[src/rtl/subcyc_pwm_pkg.sv]
package subcyc_pwm_pkg;
  localparam int unsigned DUTY_W = 8;
  localparam int unsigned CNT_W  = DUTY_W;

  typedef enum logic {
    SPLIT_FOUR = 1'b0,
    SPLIT_TWO  = 1'b1
  } split_mode_e;
endpackage

[src/rtl/pwm_tick_counter.sv]
module pwm_tick_counter
  import subcyc_pwm_pkg::*;
#(
  parameter int unsigned W = CNT_W
) (
  input  logic         clk,
  input  logic         rst_n,
  output logic [W-1:0] cnt_o,
  output logic         last_o
);
  localparam logic [W-1:0] TOP = {W{1'b1}};

  always_ff @(posedge clk) begin
    if (!rst_n) cnt_o <= '0;
    else        cnt_o <= cnt_o + 1'b1;
  end

  assign last_o = (cnt_o == TOP);

  AST_CNT_STEP: assert property (@(posedge clk) disable iff (!rst_n)
    $past(rst_n) |-> cnt_o == W'($past(cnt_o) + 1'b1)) else $error("counter step");
endmodule

[src/rtl/pwm_duty_shadow.sv]
module pwm_duty_shadow
  import subcyc_pwm_pkg::*;
#(
  parameter int unsigned W = DUTY_W
) (
  input  logic         clk,
  input  logic         rst_n,
  input  logic         we,
  input  logic [W-1:0] wdata,
  input  logic         load,
  output logic [W-1:0] active_o
);
  logic [W-1:0] staged_q;

  always_ff @(posedge clk) begin
    if (!rst_n) begin
      staged_q <= '0;
      active_o <= '0;
    end else begin
      if (we)   staged_q <= wdata;
      if (load) active_o <= staged_q;
    end
  end

  AST_HOLD_MIDCYCLE: assert property (@(posedge clk) disable iff (!rst_n)
    !$past(load) |-> $stable(active_o)) else $error("duty changed mid period");
endmodule

[src/rtl/pwm_subcycle_cmp.sv]
module pwm_subcycle_cmp
  import subcyc_pwm_pkg::*;
#(
  parameter int unsigned W = CNT_W
) (
  input  logic         clk,
  input  logic         rst_n,
  input  logic [W-1:0] cnt,
  input  logic [W-1:0] duty,
  input  split_mode_e  mode,
  input  logic         en,
  output logic         out
);
  localparam int unsigned FOUR_AW = 2;
  localparam int unsigned TWO_AW  = 1;
  localparam int unsigned FOUR_CW = W - FOUR_AW;
  localparam int unsigned TWO_CW  = W - TWO_AW;

  // four-way split
  logic [FOUR_CW-1:0] f_coarse, f_pos;
  logic [FOUR_AW-1:0] f_dith, f_idx;
  logic [FOUR_CW:0]   f_high;
  logic               f_on;

  // two-way split
  logic [TWO_CW-1:0]  t_coarse, t_pos;
  logic               t_dith, t_idx;
  logic [TWO_CW:0]    t_high;
  logic               t_on;

  logic               sub_start;

  always_comb begin
    f_coarse = duty[W-1:FOUR_AW];
    f_dith   = duty[FOUR_AW-1:0];
    f_idx    = cnt[W-1:FOUR_CW];
    f_pos    = cnt[FOUR_CW-1:0];
    f_high   = {1'b0, f_coarse} + (FOUR_CW+1)'(f_idx < f_dith);
    f_on     = {1'b0, f_pos} < f_high;

    t_coarse = duty[W-1:TWO_AW];
    t_dith   = duty[0];
    t_idx    = cnt[W-1];
    t_pos    = cnt[TWO_CW-1:0];
    t_high   = {1'b0, t_coarse} + (TWO_CW+1)'(~t_idx & t_dith);
    t_on     = {1'b0, t_pos} < t_high;

    sub_start = (mode == SPLIT_TWO) ? (t_pos == '0) : (f_pos == '0);
    out       = en & ((mode == SPLIT_TWO) ? t_on : f_on);
  end

  AST_NO_MIDSUB_RISE: assert property (@(posedge clk) disable iff (!rst_n)
    (en && $past(en) && !sub_start) |-> !(out && !$past(out))) else $error("rise inside sub-cycle");
endmodule

[src/rtl/subcyc_pwm.sv]
module subcyc_pwm
  import subcyc_pwm_pkg::*;
#(
  parameter int unsigned NUM_CH = 4
) (
  input  logic              clk,
  input  logic              rst_n,
  input  logic [NUM_CH-1:0] ch_en,
  input  logic              mode_sel,
  input  logic [NUM_CH-1:0] duty_we,
  input  logic [DUTY_W-1:0] duty_wdata,
  output logic [NUM_CH-1:0] pwm_out
);
  logic [CNT_W-1:0] cnt;
  logic             period_last;
  split_mode_e      mode_q;

  pwm_tick_counter #(.W(CNT_W)) u_counter (
    .clk    (clk),
    .rst_n  (rst_n),
    .cnt_o  (cnt),
    .last_o (period_last)
  );

  always_ff @(posedge clk) begin
    if (!rst_n)           mode_q <= SPLIT_FOUR;
    else if (period_last) mode_q <= split_mode_e'(mode_sel);
  end

  AST_MODE_HOLD: assert property (@(posedge clk) disable iff (!rst_n)
    (cnt != '0) |-> $stable(mode_q)) else $error("mode changed mid period");

  generate
    for (genvar g = 0; g < NUM_CH; g++) begin : g_ch
      logic [DUTY_W-1:0] duty_act;

      pwm_duty_shadow #(.W(DUTY_W)) u_shadow (
        .clk      (clk),
        .rst_n    (rst_n),
        .we       (duty_we[g]),
        .wdata    (duty_wdata),
        .load     (period_last),
        .active_o (duty_act)
      );

      pwm_subcycle_cmp #(.W(CNT_W)) u_cmp (
        .clk   (clk),
        .rst_n (rst_n),
        .cnt   (cnt),
        .duty  (duty_act),
        .mode  (mode_q),
        .en    (ch_en[g]),
        .out   (pwm_out[g])
      );
    end
  endgenerate

  AST_DIS_LOW: assert property (@(posedge clk) disable iff (!rst_n)
    (pwm_out & ~ch_en) == '0) else $error("disabled channel active");
endmodule

[config.mk]
export PLATFORM = sky130hd
export DESIGN_NAME = subcyc_pwm
export DESIGN_NICKNAME = d
export VERILOG_FILES = /design/src/rtl/subcyc_pwm_pkg.sv /design/src/rtl/pwm_tick_counter.sv /design/src/rtl/pwm_duty_shadow.sv /design/src/rtl/pwm_subcycle_cmp.sv /design/src/rtl/subcyc_pwm.sv
export SDC_FILE = /design/constraint.sdc
export NUM_CORES = 1
export LEC_CHECK = 0
export BUFFER_PORTS_ARGS = -buffer_cell sky130_fd_sc_hd__buf_2
export CORE_MARGIN = 4
export CORE_UTILIZATION = 47
export DETAILED_ROUTE_END_ITERATION = 12
export PLACE_DENSITY_LB_ADDON = 0.25
export SYNTH_ARGS = -nofsm -noshare
export SYNTH_HDL_FRONTEND = slang
export SYNTH_SLANG_ARGS = --single-unit
[constraint.sdc]
create_clock -name clk -period 5.5 [get_ports clk]
set_clock_uncertainty 0.2 [all_clocks]
set_input_delay 1.1 -clock clk [delete_from_list [all_inputs] [get_ports clk]]
set_output_delay 1.1 -clock clk [all_outputs]
set_load 0.1 [all_outputs]
# Yosys cells after proc, flatten, opt, wreduce, memory -nomap -nowiden
# Cells that the tools add are included.
word_totals:
  ff_bits: 73
  input_bits: 19
  wordCells: 45
classes:
  addsub: 9
  magnitude_cmp: 12
  eq_ne: 1
  muxes: 4
  n_bitwise: 9
op_table:
  columns: ["operator", "count"]
  rows:
  - ["7-bit by 8-bit adder with 8-bit output", 4]
  - ["8-bit by 1-bit bitwise AND with 8-bit output", 4]
  - ["7-bit by 8-bit less-than comparator with 1-bit output", 4]
  - ["6-bit by 1-bit adder with 7-bit output", 4]
  - ["6-bit by 7-bit less-than comparator with 1-bit output", 4]
  - ["8-bit by 1-bit adder with 8-bit output, second input constant", 1]
  - ["8-bit == test, second input constant", 1]
  - ["2-bit less-than comparator", 4]
  - ["1-bit NOT with 8-bit output", 1]
  - ["1-bit bitwise AND", 4]
  - ["1-bit 2-to-1 mux", 4]

# Logic depth before layout (Yosys ltp)
logic_depth:
  word_depth: 6
  mapped_depth: 13

# By module
# A second synthesis with hierarchy kept.
unflattened:
  hier_cells: 493
  area_unflattened_um2: 4859.7
modules_own_cells:
  columns: ["module", "n_inst", "cells_per_inst", "area_each_um2", "seq_area_each_um2"]
  rows:
  - ["pwm_duty_shadow", 4, 51, 608.1, 320.3]
  - ["pwm_subcycle_cmp", 4, 63, 516.7, 0.0]
  - ["pwm_tick_counter", 1, 34, 324.1, 160.2]
  - ["subcyc_pwm", 1, 3, 36.3, 20.0]

# Worst setup path after synthesis
# Ideal clock, no wire load.
synth_path:
  path_type: "reg-to-output"
  start: "register u_counter.cnt_o[7]"
  end: "output pwm_out[0]"
  arrival_ns: 2.526
  required_time_ns: 4.200
  slack_ns: 1.674
  path_stages_with_launch: 13
  cell_sequence: "dfxtp_1 > ha_1 > a21oi_1 > ha_1 > nand2_1 > xor2_1 > ha_1 > nand2_1 > o21ai_0 > a21oi_1 > o21a_1 > o311a_1 > buf_4"
synth_via:
  elab_chain_len: 6
  word_cells_on_any_way: 9
synth_lines:
  columns: ["element", "line", "rtl"]
  rows:
  - ["from (decl)", "pwm_tick_counter.sv:8", "output logic [W-1:0] cnt_o,"]
  - ["from (signal assigned)", "pwm_tick_counter.sv:15", "else cnt_o <= cnt_o + 1'b1;"]
  - ["1-bit NOT with 8-bit output", "pwm_subcycle_cmp.sv:45", "t_high = {1'b0, t_coarse} + (TWO_CW+1)'(~t_idx & t_dith);"]
  - ["8-bit by 1-bit bitwise AND with 8-bit output", "pwm_subcycle_cmp.sv:45", null]
  - ["7-bit by 8-bit adder with 8-bit output", "pwm_subcycle_cmp.sv:45", null]
  - ["7-bit by 8-bit less-than comparator with 1-bit output", "pwm_subcycle_cmp.sv:46", "t_on = {1'b0, t_pos} < t_high;"]
  - ["1-bit 2-to-1 mux (*)", "pwm_subcycle_cmp.sv:49", "out = en & ((mode == SPLIT_TWO) ? t_on : f_on);"]
  - ["1-bit bitwise AND (*)", "pwm_subcycle_cmp.sv:49", null]
  - ["to (decl)", "subcyc_pwm.sv:12", "output logic [NUM_CH-1:0] pwm_out"]
# Mark *: on every way between the ends. The rest lies on a longest branch, timed or not.

# Worst setup path in the final report
layout_path:
  start: "register u_counter.cnt_o[7]"
  end: "output pwm_out[3]"
# Same word-level chain as after synthesis.

==> impl_metrics.tcl <==
set metrics [dict create \
    status "finished clean" \
    die_w_um 108.4 \
    gp_congestion 0.7992 \
    syn-instance-count 534 \
    via_per_inst 5.311 \
    grt_usage_pct 18.63 \
    synth-seq-cells 73 \
    synth_fp_nets 618 \
    max_slew_margin_pct 22.91 \
    htree_levels 3 \
    crit_type "flip-flop to output port" \
    clkTransAtPathRegs_ns 0.08 \
    setup_tns_ns 0 \
    start_util_pct 48.28 \
    yosysMostFrequentCell "nand2_1" \
    synth_area_per_cell_um2 8.878 \
    grt_max_degree 74 \
    n_antenna_cell 0 \
    min_to "g_ch[1].u_shadow.active_o[7]" \
    clockBufferDepth 2 \
    worst_pin_slew_ns 1.156 \
    setup_viol_count_final 0 \
    cp_max_fo 11 \
    dr_total_vias 3606 \
    core_um2 9819 \
    postCtsSetupRepairBufs 0 \
    finalHoldViolCount 0 \
    rr_worst_depth 5 \
    slew_viol_final 0 \
    crit_top_cell "ha_1" \
    fp-row-count 36 \
    ir_worst_vdd_mv 0.1240 \
    antenna_found_initial 0 \
    synth_common_cells "91 x nand2_1, 73 x dfxtp_1, 65 x ha_1" \
    final_nets 625 \
    ys.flop_type "dfxtp_1" \
    postRouteAntennaNets 0 \
    crit_chain "ha_1 -> a21oi_1 -> ha_1 -> nand2_1 -> xor2_1 -> ha_1 -> o21ai_0 -> o21bai_1 -> a211oi_1 -> o221a_1 -> buf_2" \
    r2r_setup_slack_ns 2.99 \
    cts_buffers 9 \
    cts_resized 0 \
    synthTopCellsByArea "dfxtp_1 31%, ha_1 17%, nand2_1 7.2%, mux2i_1 6.8%, xor2_1 6.1%" \
    fin_crit_sh_pct 83.39 \
    drc 0 \
    required_ns 4.20 \
    holdPathStages 2 \
    ctsRootBufferMaster "clkbuf_8" \
    dp_hpwl_mm 7.402 \
    seq_area_frac_synth_pct 30.83 \
    die-area_um2 11760 \
    syn_to_final_growth_pct 6.677 \
    yosysTopAreaCell "dfxtp_1" \
    p_leak_nw 2.077 \
    clock.fmax_mhz 218.0 \
    synth_cell_types 38 \
    chipHeight_um 108.4 \
    grt_first_pass_wirelength_mm 17.19 \
    period_minus_slack_ns 4.586 \
    rsz0062_at_grt "false" \
    crit_arrival_ns 3.29 \
    yosysWarnings 0 \
    final_layout_size_suffix_gt1_share_pct 7.692 \
    wl_mm 10.05 \
    slowest_stage "dfxtp_1" \
    final_util_pct 51.50 \
    synthArstFlopShare_pct 0 \
    gr-total-overflow 0 \
    cts_tree "done" \
    power_density_nw_per_um2 214.2 \
    synth.top_cell.area_share_pct 30.83 \
    cp-start-kind "flip-flop" \
    synth_edf_count 0 \
    end_kind "output port" \
    syn_area_um2 4741 \
    maxCapViolCount 0 \
    port_buffers 22 \
    grt_pass1_vias 3430 \
    clk_latency_ns 0.34 \
    r2r-start "u_counter.cnt_o[1]" \
    drt_iter0_drc 142 \
    min-delay-path-class "flip-flop to flip-flop" \
    critPathMaxStageDelay_ns 0.58 \
    boundaryPins 23 \
    r2r-end "g_ch[0].u_shadow.active_o[2]" \
    wl_per_cell_um 14.80 \
    cts.sinks 73 \
    startpoint "u_counter.cnt_o[7]" \
    hp-start "g_ch[1].u_shadow.staged_q[7]" \
    hold_buffers 0 \
    fill_cells 973 \
    first_pass_iters 4 \
    power_mw 1.083 \
]
## layer usage
metal | GRT usage (%) | vias up | wire [um]
met5 | 0 | - | 0
met2 | 28.82 | 48 | 4471
met3 | 2.985 | 8 | 250
met4 | 5.410 | 0 | 129
li1 | - | 1866 | -
met1 | 26.70 | 1684 | 5197
## worst max path at each step
stage            endpoint
2_1_floorplan  pwm_out[0]
3_3_place_gp   pwm_out[3]
3_5_place_dp   pwm_out[3]
4_1_cts        pwm_out[3]
5_1_grt        pwm_out[3]
6_report       pwm_out[3]
## power breakdown
part | total, mW | leakage, nW | switching (mW) | internal [mW]
clock | 0.412 | 0.0953 | 0.191 | 0.220
sequential | 0.559 | 0.595 | 0.0145 | 0.544
combinational | 0.113 | 1.39 | 0.0641 | 0.0487
## per-stage QoR
| step | worst slack, ns | instance area (um^2) | std cells | hold WS, ns |
|---|---|---|---|---|
| after floorplan | 1.674 | 4741 | 534 | 0.2301 |
| after global placement | 1.383 | 4861 | 663 | 0.2365 |
| after detailed placement | 1.269 | 4861 | 663 | 0.2432 |
| after CTS | 0.8861 | 5057 | 679 | 0.2574 |
| after global routing | 0.6690 | 5057 | 679 | 0.2703 |
| final | 0.9135 | 5057 | 679 | 0.2547 |
## worst max-delay path, delay by kind of cell, from the launching register on
kind / cells / cell delay (ns)
buffers and inverters: 1 / 0.42
adders and majority gates: 3 / 0.83
DFF: 1 / 0.58
xor gates and xnor gates: 1 / 0.16
and+or+nand+nor: 1 / 0.08
AOI/OAI and AO/OA: 5 / 0.86
## kinds of logic after synthesis
logic type	Yosys count	share of synthesized area [%]
buf+inv	34	3.932
fa+ha+maj	65	17.15
mux	32	6.756
xor+xnor	44	8.129
flops	73	30.83
compound gates	82	11.69
simple gates	204	21.51
## sequential cells by signal (all words and copies together) (netlist names)
| register | cells |
|---|---|
| g_ch.u_shadow.active_o | 32 |
| g_ch.u_shadow.staged_q | 32 |
| mode_q | 1 |
| u_counter.cnt_o | 8 |
## layout by cell type (no fill, tap or decap), drive strengths merged, types with 11 or more instances in the layout
| cell | instances |
|---|---|
| nand2 | 92 |
| dfxtp | 73 |
| ha | 65 |
| nor2b | 39 |
| a21boi | 35 |
| xor2 | 33 |
| mux2i | 32 |
| nand3 | 27 |
| a21oi | 22 |
| buf | 22 |
| nand4 | 12 |
| xnor2 | 11 |
| clkbuf | 11 |
## area by class of cell
| class | instances | area, um^2 | share of cell area, % |
|---|---|---|---|
| timing repair buffer | 22 | 110.1 | 2.177 |
| multi-input combinational | 427 | 3093 | 61.16 |
| clock inverter | 5 | 55.05 | 1.089 |
| inverter | 8 | 30.03 | 0.5938 |
| tap | 133 | 166.4 | 3.290 |
| clock buffer | 11 | 141.4 | 2.796 |
| sequential | 73 | 1461 | 28.90 |
No activity file was read; power rests on OpenSTA's default activity.
